<file path="config.mk">
export PLATFORM = sky130hd
export DESIGN_NAME = pqh_retire_ctrl
export DESIGN_NICKNAME = d
export VERILOG_FILES = /design/src/rtl/pqh_pkg.sv /design/src/rtl/pqh_control.sv /design/src/rtl/pqh_datapath.sv /design/src/rtl/pqh_retire_ctrl.sv
export SDC_FILE = /design/constraint.sdc
export NUM_CORES = 1
export LEC_CHECK = 0
export CAP_MARGIN = 25
export CORE_ASPECT_RATIO = 0.6
export CORE_MARGIN = 2
export CORE_UTILIZATION = 40
export DETAILED_ROUTE_END_ITERATION = 10
export PLACE_DENSITY_LB_ADDON = 0.2
export SLEW_MARGIN = 15
export SYNTH_ARGS = -nofsm -noshare
export SYNTH_HDL_FRONTEND = slang
export SYNTH_HIERARCHICAL = 1
export SYNTH_SLANG_ARGS = --single-unit
</file>
<file path="constraint.sdc">
create_clock -name clk -period 2.3 [get_ports clk]
set_input_delay 0.46 -clock clk [delete_from_list [all_inputs] [get_ports clk]]
set_output_delay 0.46 -clock clk [all_outputs]
set_load 0.02 [all_outputs]
</file>
<file path="src/rtl/pqh_pkg.sv">
package pqh_pkg;

  typedef enum logic {
    SPLIT_START    = 1'b0,
    SPLIT_COMPLETE = 1'b1
  } splitState_e;

  typedef struct packed {
    logic retire;
    logic issueStart;
    logic issueComplete;
    logic lastComplete;
    logic advance;
    logic writeBack;
  } ctrlStb_t;

endpackage

</file>
<file path="src/rtl/pqh_control.sv">
module pqh_control
  import pqh_pkg::*;
#(
  parameter int NUM_UF = 8,
  localparam int UF_W = $clog2(NUM_UF)
) (
  input  logic              evalStb,
  input  logic [UF_W-1:0]   uFrame,
  input  logic              active,
  input  logic              halted,
  input  logic              inact,
  input  splitState_e       split,
  input  logic [NUM_UF-1:0] sMask,
  input  logic [NUM_UF-1:0] cMask,
  output ctrlStb_t          stb
);

  logic [NUM_UF-1:0] laterMask;
  logic evalLive;
  logic startBit;
  logic completeBit;
  logic moreComplete;

  always_comb begin
    for (int i = 0; i < NUM_UF; i++) begin
      laterMask[i] = (i > int'(uFrame));
    end
  end

  assign evalLive     = evalStb && active && !halted;
  assign startBit     = sMask[uFrame];
  assign completeBit  = cMask[uFrame];
  assign moreComplete = |(cMask & laterMask);

  always_comb begin
    stb = '0;
    if (evalLive) begin
      if (split == SPLIT_START) begin
        stb.retire     = inact;
        stb.issueStart = !inact && startBit;
      end else begin
        stb.issueComplete = completeBit;
        stb.lastComplete  = completeBit && !moreComplete;
      end
    end
    stb.advance   = stb.lastComplete && !inact;
    stb.writeBack = stb.retire || stb.issueStart || stb.issueComplete;
  end

endmodule

</file>
<file path="src/rtl/pqh_datapath.sv">
module pqh_datapath
  import pqh_pkg::*;
#(
  parameter int NUM_UF = 8
) (
  input  logic              clk,
  input  logic              rstN,
  input  ctrlStb_t          stb,
  input  logic              swWrActive,
  input  logic              swActiveVal,
  input  logic              swWrHalted,
  input  logic              swHaltedVal,
  input  logic              swWrInact,
  input  logic              swInactVal,
  input  logic              swWrSMask,
  input  logic [NUM_UF-1:0] swSMaskVal,
  input  logic              swWrCMask,
  input  logic [NUM_UF-1:0] swCMaskVal,
  output logic              active,
  output logic              halted,
  output logic              inact,
  output splitState_e       split,
  output logic [NUM_UF-1:0] sMask,
  output logic [NUM_UF-1:0] cMask,
  output logic              ssIssue,
  output logic              csIssue,
  output logic              qAdvance,
  output logic              wbValid,
  output logic              wbActive,
  output logic              wbSplitCmp
);

  logic        activeNext;
  splitState_e splitNext;

  always_comb begin
    activeNext = active;
    if (swWrActive) begin
      activeNext = swActiveVal ? (inact ? active : 1'b1) : 1'b0;
    end
    if (stb.retire) begin
      activeNext = 1'b0;
    end
  end

  always_comb begin
    splitNext = split;
    if (stb.issueStart) begin
      splitNext = SPLIT_COMPLETE;
    end else if (stb.lastComplete) begin
      splitNext = SPLIT_START;
    end
  end

  always_ff @(posedge clk or negedge rstN) begin
    if (!rstN) begin
      active <= 1'b0;
      halted <= 1'b0;
      inact  <= 1'b0;
      split  <= SPLIT_START;
      sMask  <= '0;
      cMask  <= '0;
    end else begin
      active <= activeNext;
      split  <= splitNext;
      if (swWrHalted) halted <= swHaltedVal;
      if (swWrInact)  inact  <= swInactVal;
      if (swWrSMask && !active) sMask <= swSMaskVal;
      if (swWrCMask && !active) cMask <= swCMaskVal;
    end
  end

  always_ff @(posedge clk or negedge rstN) begin
    if (!rstN) begin
      ssIssue    <= 1'b0;
      csIssue    <= 1'b0;
      qAdvance   <= 1'b0;
      wbValid    <= 1'b0;
      wbActive   <= 1'b0;
      wbSplitCmp <= 1'b0;
    end else begin
      ssIssue  <= stb.issueStart;
      csIssue  <= stb.issueComplete;
      qAdvance <= stb.advance;
      wbValid  <= stb.writeBack;
      if (stb.writeBack) begin
        wbActive   <= activeNext;
        wbSplitCmp <= (splitNext == SPLIT_COMPLETE);
      end
    end
  end

endmodule

</file>
<file path="src/rtl/pqh_retire_ctrl.sv">
module pqh_retire_ctrl
  import pqh_pkg::*;
#(
  parameter int NUM_UF = 8,
  localparam int UF_W = $clog2(NUM_UF)
) (
  input  logic              clk,
  input  logic              rstN,
  input  logic              evalStb,
  input  logic [UF_W-1:0]   uFrame,
  input  logic              swWrActive,
  input  logic              swActiveVal,
  input  logic              swWrHalted,
  input  logic              swHaltedVal,
  input  logic              swWrInact,
  input  logic              swInactVal,
  input  logic              swWrSMask,
  input  logic [NUM_UF-1:0] swSMaskVal,
  input  logic              swWrCMask,
  input  logic [NUM_UF-1:0] swCMaskVal,
  output logic              ssIssue,
  output logic              csIssue,
  output logic              qAdvance,
  output logic              wbValid,
  output logic              wbActive,
  output logic              wbSplitCmp,
  output logic              qhActive,
  output logic              qhHalted,
  output logic              qhInact,
  output logic              qhSplitCmp,
  output logic [NUM_UF-1:0] qhSMask,
  output logic [NUM_UF-1:0] qhCMask
);

  ctrlStb_t    ctrlStb;
  splitState_e splitQ;

  pqh_control #(.NUM_UF(NUM_UF)) u_control (
    .evalStb (evalStb),
    .uFrame  (uFrame),
    .active  (qhActive),
    .halted  (qhHalted),
    .inact   (qhInact),
    .split   (splitQ),
    .sMask   (qhSMask),
    .cMask   (qhCMask),
    .stb     (ctrlStb)
  );

  pqh_datapath #(.NUM_UF(NUM_UF)) u_datapath (
    .clk         (clk),
    .rstN        (rstN),
    .stb         (ctrlStb),
    .swWrActive  (swWrActive),
    .swActiveVal (swActiveVal),
    .swWrHalted  (swWrHalted),
    .swHaltedVal (swHaltedVal),
    .swWrInact   (swWrInact),
    .swInactVal  (swInactVal),
    .swWrSMask   (swWrSMask),
    .swSMaskVal  (swSMaskVal),
    .swWrCMask   (swWrCMask),
    .swCMaskVal  (swCMaskVal),
    .active      (qhActive),
    .halted      (qhHalted),
    .inact       (qhInact),
    .split       (splitQ),
    .sMask       (qhSMask),
    .cMask       (qhCMask),
    .ssIssue     (ssIssue),
    .csIssue     (csIssue),
    .qAdvance    (qAdvance),
    .wbValid     (wbValid),
    .wbActive    (wbActive),
    .wbSplitCmp  (wbSplitCmp)
  );

  assign qhSplitCmp = (splitQ == SPLIT_COMPLETE);

endmodule

</file>
; Word level (Yosys, flattened, before mapping)
; Cells that the tools add are included.
[word_totals]
input_bits = 30
regBits = 26
output_inout_bits = 26
[classes]
magnitude_cmp = 8
mux = 13
n_bitwise = 1
reduce_logical = 14
[op_table]
columns = op, n
row1 = $gt A3 B3 Y1 const A, 4
row2 = $and A8 B8 Y8, 1
row3 = $mux W1, 8
row4 = $reduce_or A8 Y1, 1
row5 = $logic_and A1 B1 Y1, 7
row6 = $bmux W1 S3, 2
row7 = $gt A2 B3 Y1 const A, 2
row8 = $logic_not A1 Y1, 4
row9 = $lt A3 B4 Y1 const B, 1
row10 = $mux W2, 2
row11 = $mux W4, 1
row12 = $gt A1 B3 Y1 const A, 1
row13 = $logic_or A1 B1 Y1, 2

; Depth between registers and ports, before layout
[logic_depth]
word_depth = 9
depth_mapped = 8

; Modules after synthesis
; Netlist, hierarchy kept.
[by_module_without_submodules]
columns = module, area_each_um2, cells_each, n_inst
row1 = pqh_datapath, 950.9, 56, 1
row2 = pqh_control, 267.8, 36, 1

; Worst setup path after synthesis
; No wires, ideal clock.
[synth_timing]
path_kind = input port to flip-flop
from = input port uFrame[1]
to = register u_datapath.wbSplitCmp
arrival_time_ps = 1880
cell_stages = 6
setup_ps = 125
path_slack_ps = 295
cell_sequence = buf_6 -> mux2i_1 -> mux4_2 -> a211o_1 -> nand2_1 -> mux2_2
[synth_rtl]
columns = element, line
row1 = from (decl), pqh_retire_ctrl.sv:10  ; input logic [UF_W-1:0] uFrame,
row2 = to (signal assigned), pqh_datapath.sv:88  ; wbSplitCmp <= (splitNext == SPLIT_COMPLETE);
row3 = to (decl), pqh_datapath.sv:30  ; output logic wbSplitCmp

==> results.cfg <==
[outcome]
outcome = finished, final reports clean

[timing]
finalSetupViolCount = 0
rsz0062_at_grt = false
finalMaxSlewViolations = 0
tightest_slew_ns = 0.429
fin_crit_sh = 0.938
fin_tns_setup_ns = 0
hold_violations = 0
fin_skew_ns = 0.00726
fin_hold_ws_ns = 0.489
fmax_mhz = 463
setup_ws_ns = 0.142
slew_headroom = 0.712
min_period_ns = 2.16

[critical_path]
worst-setup-path-type = in -> reg
start_kind = input port
cp-end-kind = register
crit_fanout = 6
path_buf_inv = 3
cp_top_family = buffers and inverters
crit_required_ns = 2.46
crit_chain = clkdlybuf4s50_1 > buf_4 > nand2_1 > a21oi_1 > a21oi_1 > nor3_1 > inv_1 > a21o_1 > mux2_2
arrival_ns = 2.32
crit_top_cell = a21oi_1
slowest_stage = clkdlybuf4s50_1
max_stage_delay_ns = 0.60

[placement]
port_buffers = 55
hpwl_mm = 2.26
dp_slack_ns = -0.348
place_area_um2 = 1860
gp_congestion = 0.893

[die]
rows = 15
initial_core_util = 0.422
die_area_um2 = 3520
chipWidth_um = 75.3
ios = 56
fp.coreArea_um2 = 2890
die_h_um = 46.8

[global_routing]
grt.total_usage = 0.178
grt_pass1_wl_mm = 4.54
grt_pass1_vias = 984
overflow = 0
grt_max_degree = 27
antenna_found_initial = 0

[cts]
cts_tree = built
clockBufferDepth = 2
cts.sinks = 26
path_clk_slew_ns = 0.09
cts_buffers = 3
clock_latency_ns = 0.27
h-tree-depth = 1
cts_root_buf = clkbuf_8

[logic_synthesis]
yosysSeqAreaShare = 0.534
synth_cells = 92
syn-mean-instance-area_um2 = 13.2
synth_top_area_share = 0.534
syn_nets = 122
yosysTopAreaCell = dfrtp_1
synth_edf_count = 0
synth_ff_type = dfrtp_1
synth_common_cells = dfrtp_1 (26), mux2_2 (21), inv_1 (7)
ys_ff_latch = 26
synthesis.area_um2 = 1220
yosys.cell_types.count = 24
synth.most_common_cell = dfrtp_1
ys_warn_count = 6
ys_top_cells_by_area = dfrtp_1 (53%), mux2_2 (19%), mux2i_1 (4.9%), buf_6 (2.8%), inv_1 (2.2%)
synth-async-reset-ratio = 1.00

[routing]
viasPerCell = 4.88
dr.pass1.iters = 4
drt_iter0_drc = 29
wl_per_cell_um = 14.7
via_count = 976
drc = 0
ant_nets = 0
wl_mm = 2.93

[power_and_ir_drop]
p_int_mw = 1.16
power_density_nw_per_um2 = 852
ir_drop_mv = 0.522
power_switching_mw = 0.525
power.share.clock = 0.222
p_leak_nw = 0.848
seqPwrFrac = 0.390
pwr-share-comb = 0.389
switching_share = 0.312

[cells_and_area]
drive_above_1_share = 0.266
nFillCells = 219
nets = 189
antenna_cells = 0
post-route-util = 0.684
area_delta_synth_final_pct = 62.1
stdcell_area_um2 = 1980

[worst_hold_path]
worstHoldPathType = reg -> reg

[flow_run]
drv_cap = 0
[worst reg2reg max path, stage by stage, from the launching register on]
cell     delay, ns
dfrtp_1       0.38
mux2i_1       0.10
mux4_2        0.48
a211o_1       0.32
nand2_2       0.10
mux2_2        0.34
[repair_timing]
| action | in CTS | in global routing |
|---|---|---|
| pin swaps | 1 | 1 |
| resized for setup | 2 | 3 |
| hold buffers | 0 | 0 |
| buffers inserted | 2 | 0 |
| endpoints found under the setup margin | 2 | 3 |
[cell families after synthesis]
logic type | after synthesis | synth area share
AOI/OAI and AO/OA | 12 | 0.0801
DFF | 26 | 0.534
and+or+nand+nor | 14 | 0.0626
buffers and inverters | 11 | 0.0524
muxes | 29 | 0.271
[stage by stage]
step	std cells	total power, mW
after floorplan	92	0.971
after global placement	194	1.29
after detailed placement	194	1.31
after CTS	200	1.70
after global routing	200	1.77
final	200	1.68
[worst paths after layout]
path	end	slack, ns	depth (start not counted)	start
worst min-delay path	u_datapath/wbActive	0.49	1	u_datapath/wbActive
worst max-delay path	u_datapath/wbSplitCmp	0.14	9	uFrame[0]
max in group asynchronous	u_datapath/sMask[3]	1.50	2	rstN
worst min register to register	u_datapath/wbActive	0.49	1	u_datapath/wbActive
worst max register to register	u_datapath/wbSplitCmp	0.47	5	u_datapath/sMask[4]
min in group asynchronous	u_datapath/wbActive	0.54	2	rstN
[routing by layer]
metal | up-vias | wire, µm | track usage
li1 | 469 | - | -
met3 | 4 | 173 | 0.0494
met1 | 468 | 1360 | 0.234
met2 | 35 | 1370 | 0.307
met4 | 0 | 28 | 0.0316
met5 | - | 0 | 0
[placed cells by master, fill, tap and decap left out]
| cell | synthesis | layout |
|---|---|---|
| nor4_1 | 2 | 2 |
| a211o_1 | 1 | 1 |
| inv_1 | 7 | 7 |
| nor2_1 | 1 | 1 |
| o21bai_1 | 2 | 2 |
| nand2_1 | 3 | 2 |
| mux2_1 | 1 | 1 |
| clkbuf_8 | 0 | 3 |
| a21o_1 | 1 | 1 |
| dlymetal6s2s_1 | 0 | 1 |
| clkdlybuf4s50_1 | 0 | 54 |
| nand2b_1 | 1 | 1 |
| o311ai_2 | 0 | 1 |
| dfrtp_1 | 26 | 26 |
| a221oi_2 | 1 | 1 |
| mux2_2 | 21 | 21 |
| mux4_2 | 1 | 1 |
| nand3b_1 | 1 | 1 |
| nand2_2 | 0 | 1 |
| a2bb2oi_2 | 0 | 1 |
| a21oi_1 | 3 | 3 |
| o32a_1 | 1 | 1 |
| nor2b_1 | 4 | 4 |
| nor3_1 | 2 | 2 |
| bufinv_16 | 0 | 1 |
| a311oi_2 | 0 | 1 |
| mux2i_1 | 6 | 6 |
| buf_12 | 0 | 1 |
| buf_4 | 0 | 10 |
[state kept, by name (all words and copies together), names as in the netlist]
signal,flops
u_datapath/qAdvance,1
u_datapath/wbActive,1
u_datapath/halted,1
u_datapath/inact,1
u_datapath/cMask,8
u_datapath/active,1
u_datapath/csIssue,1
u_datapath/sMask,8
u_datapath/ssIssue,1
u_datapath/wbSplitCmp,1
u_datapath/wbValid,1
u_datapath/split,1
[power by group through the flow]
stage | registers [mW] | logic (mW) | clock network, mW
global route | 0.675 | 0.697 | 0.397
CTS | 0.659 | 0.652 | 0.385
global placement | 0.662 | 0.627 | 0
detailed placement | 0.665 | 0.642 | 0
finish | 0.656 | 0.654 | 0.374
floorplan | 0.774 | 0.197 | 0
[cell type report]
class / count / area, µm² / share of cell area
Multi-Input combinational cell: 55 / 527 / 0.267
Sequential cell: 26 / 651 / 0.329
Clock inverter: 1 / 30.0 / 0.0152
Tap cell: 42 / 52.6 / 0.0266
Inverter: 7 / 26.3 / 0.0133
Timing Repair Buffer: 66 / 648 / 0.328
Clock buffer: 3 / 41.3 / 0.0209
Note: power is estimated with default switching activity, not from simulation.
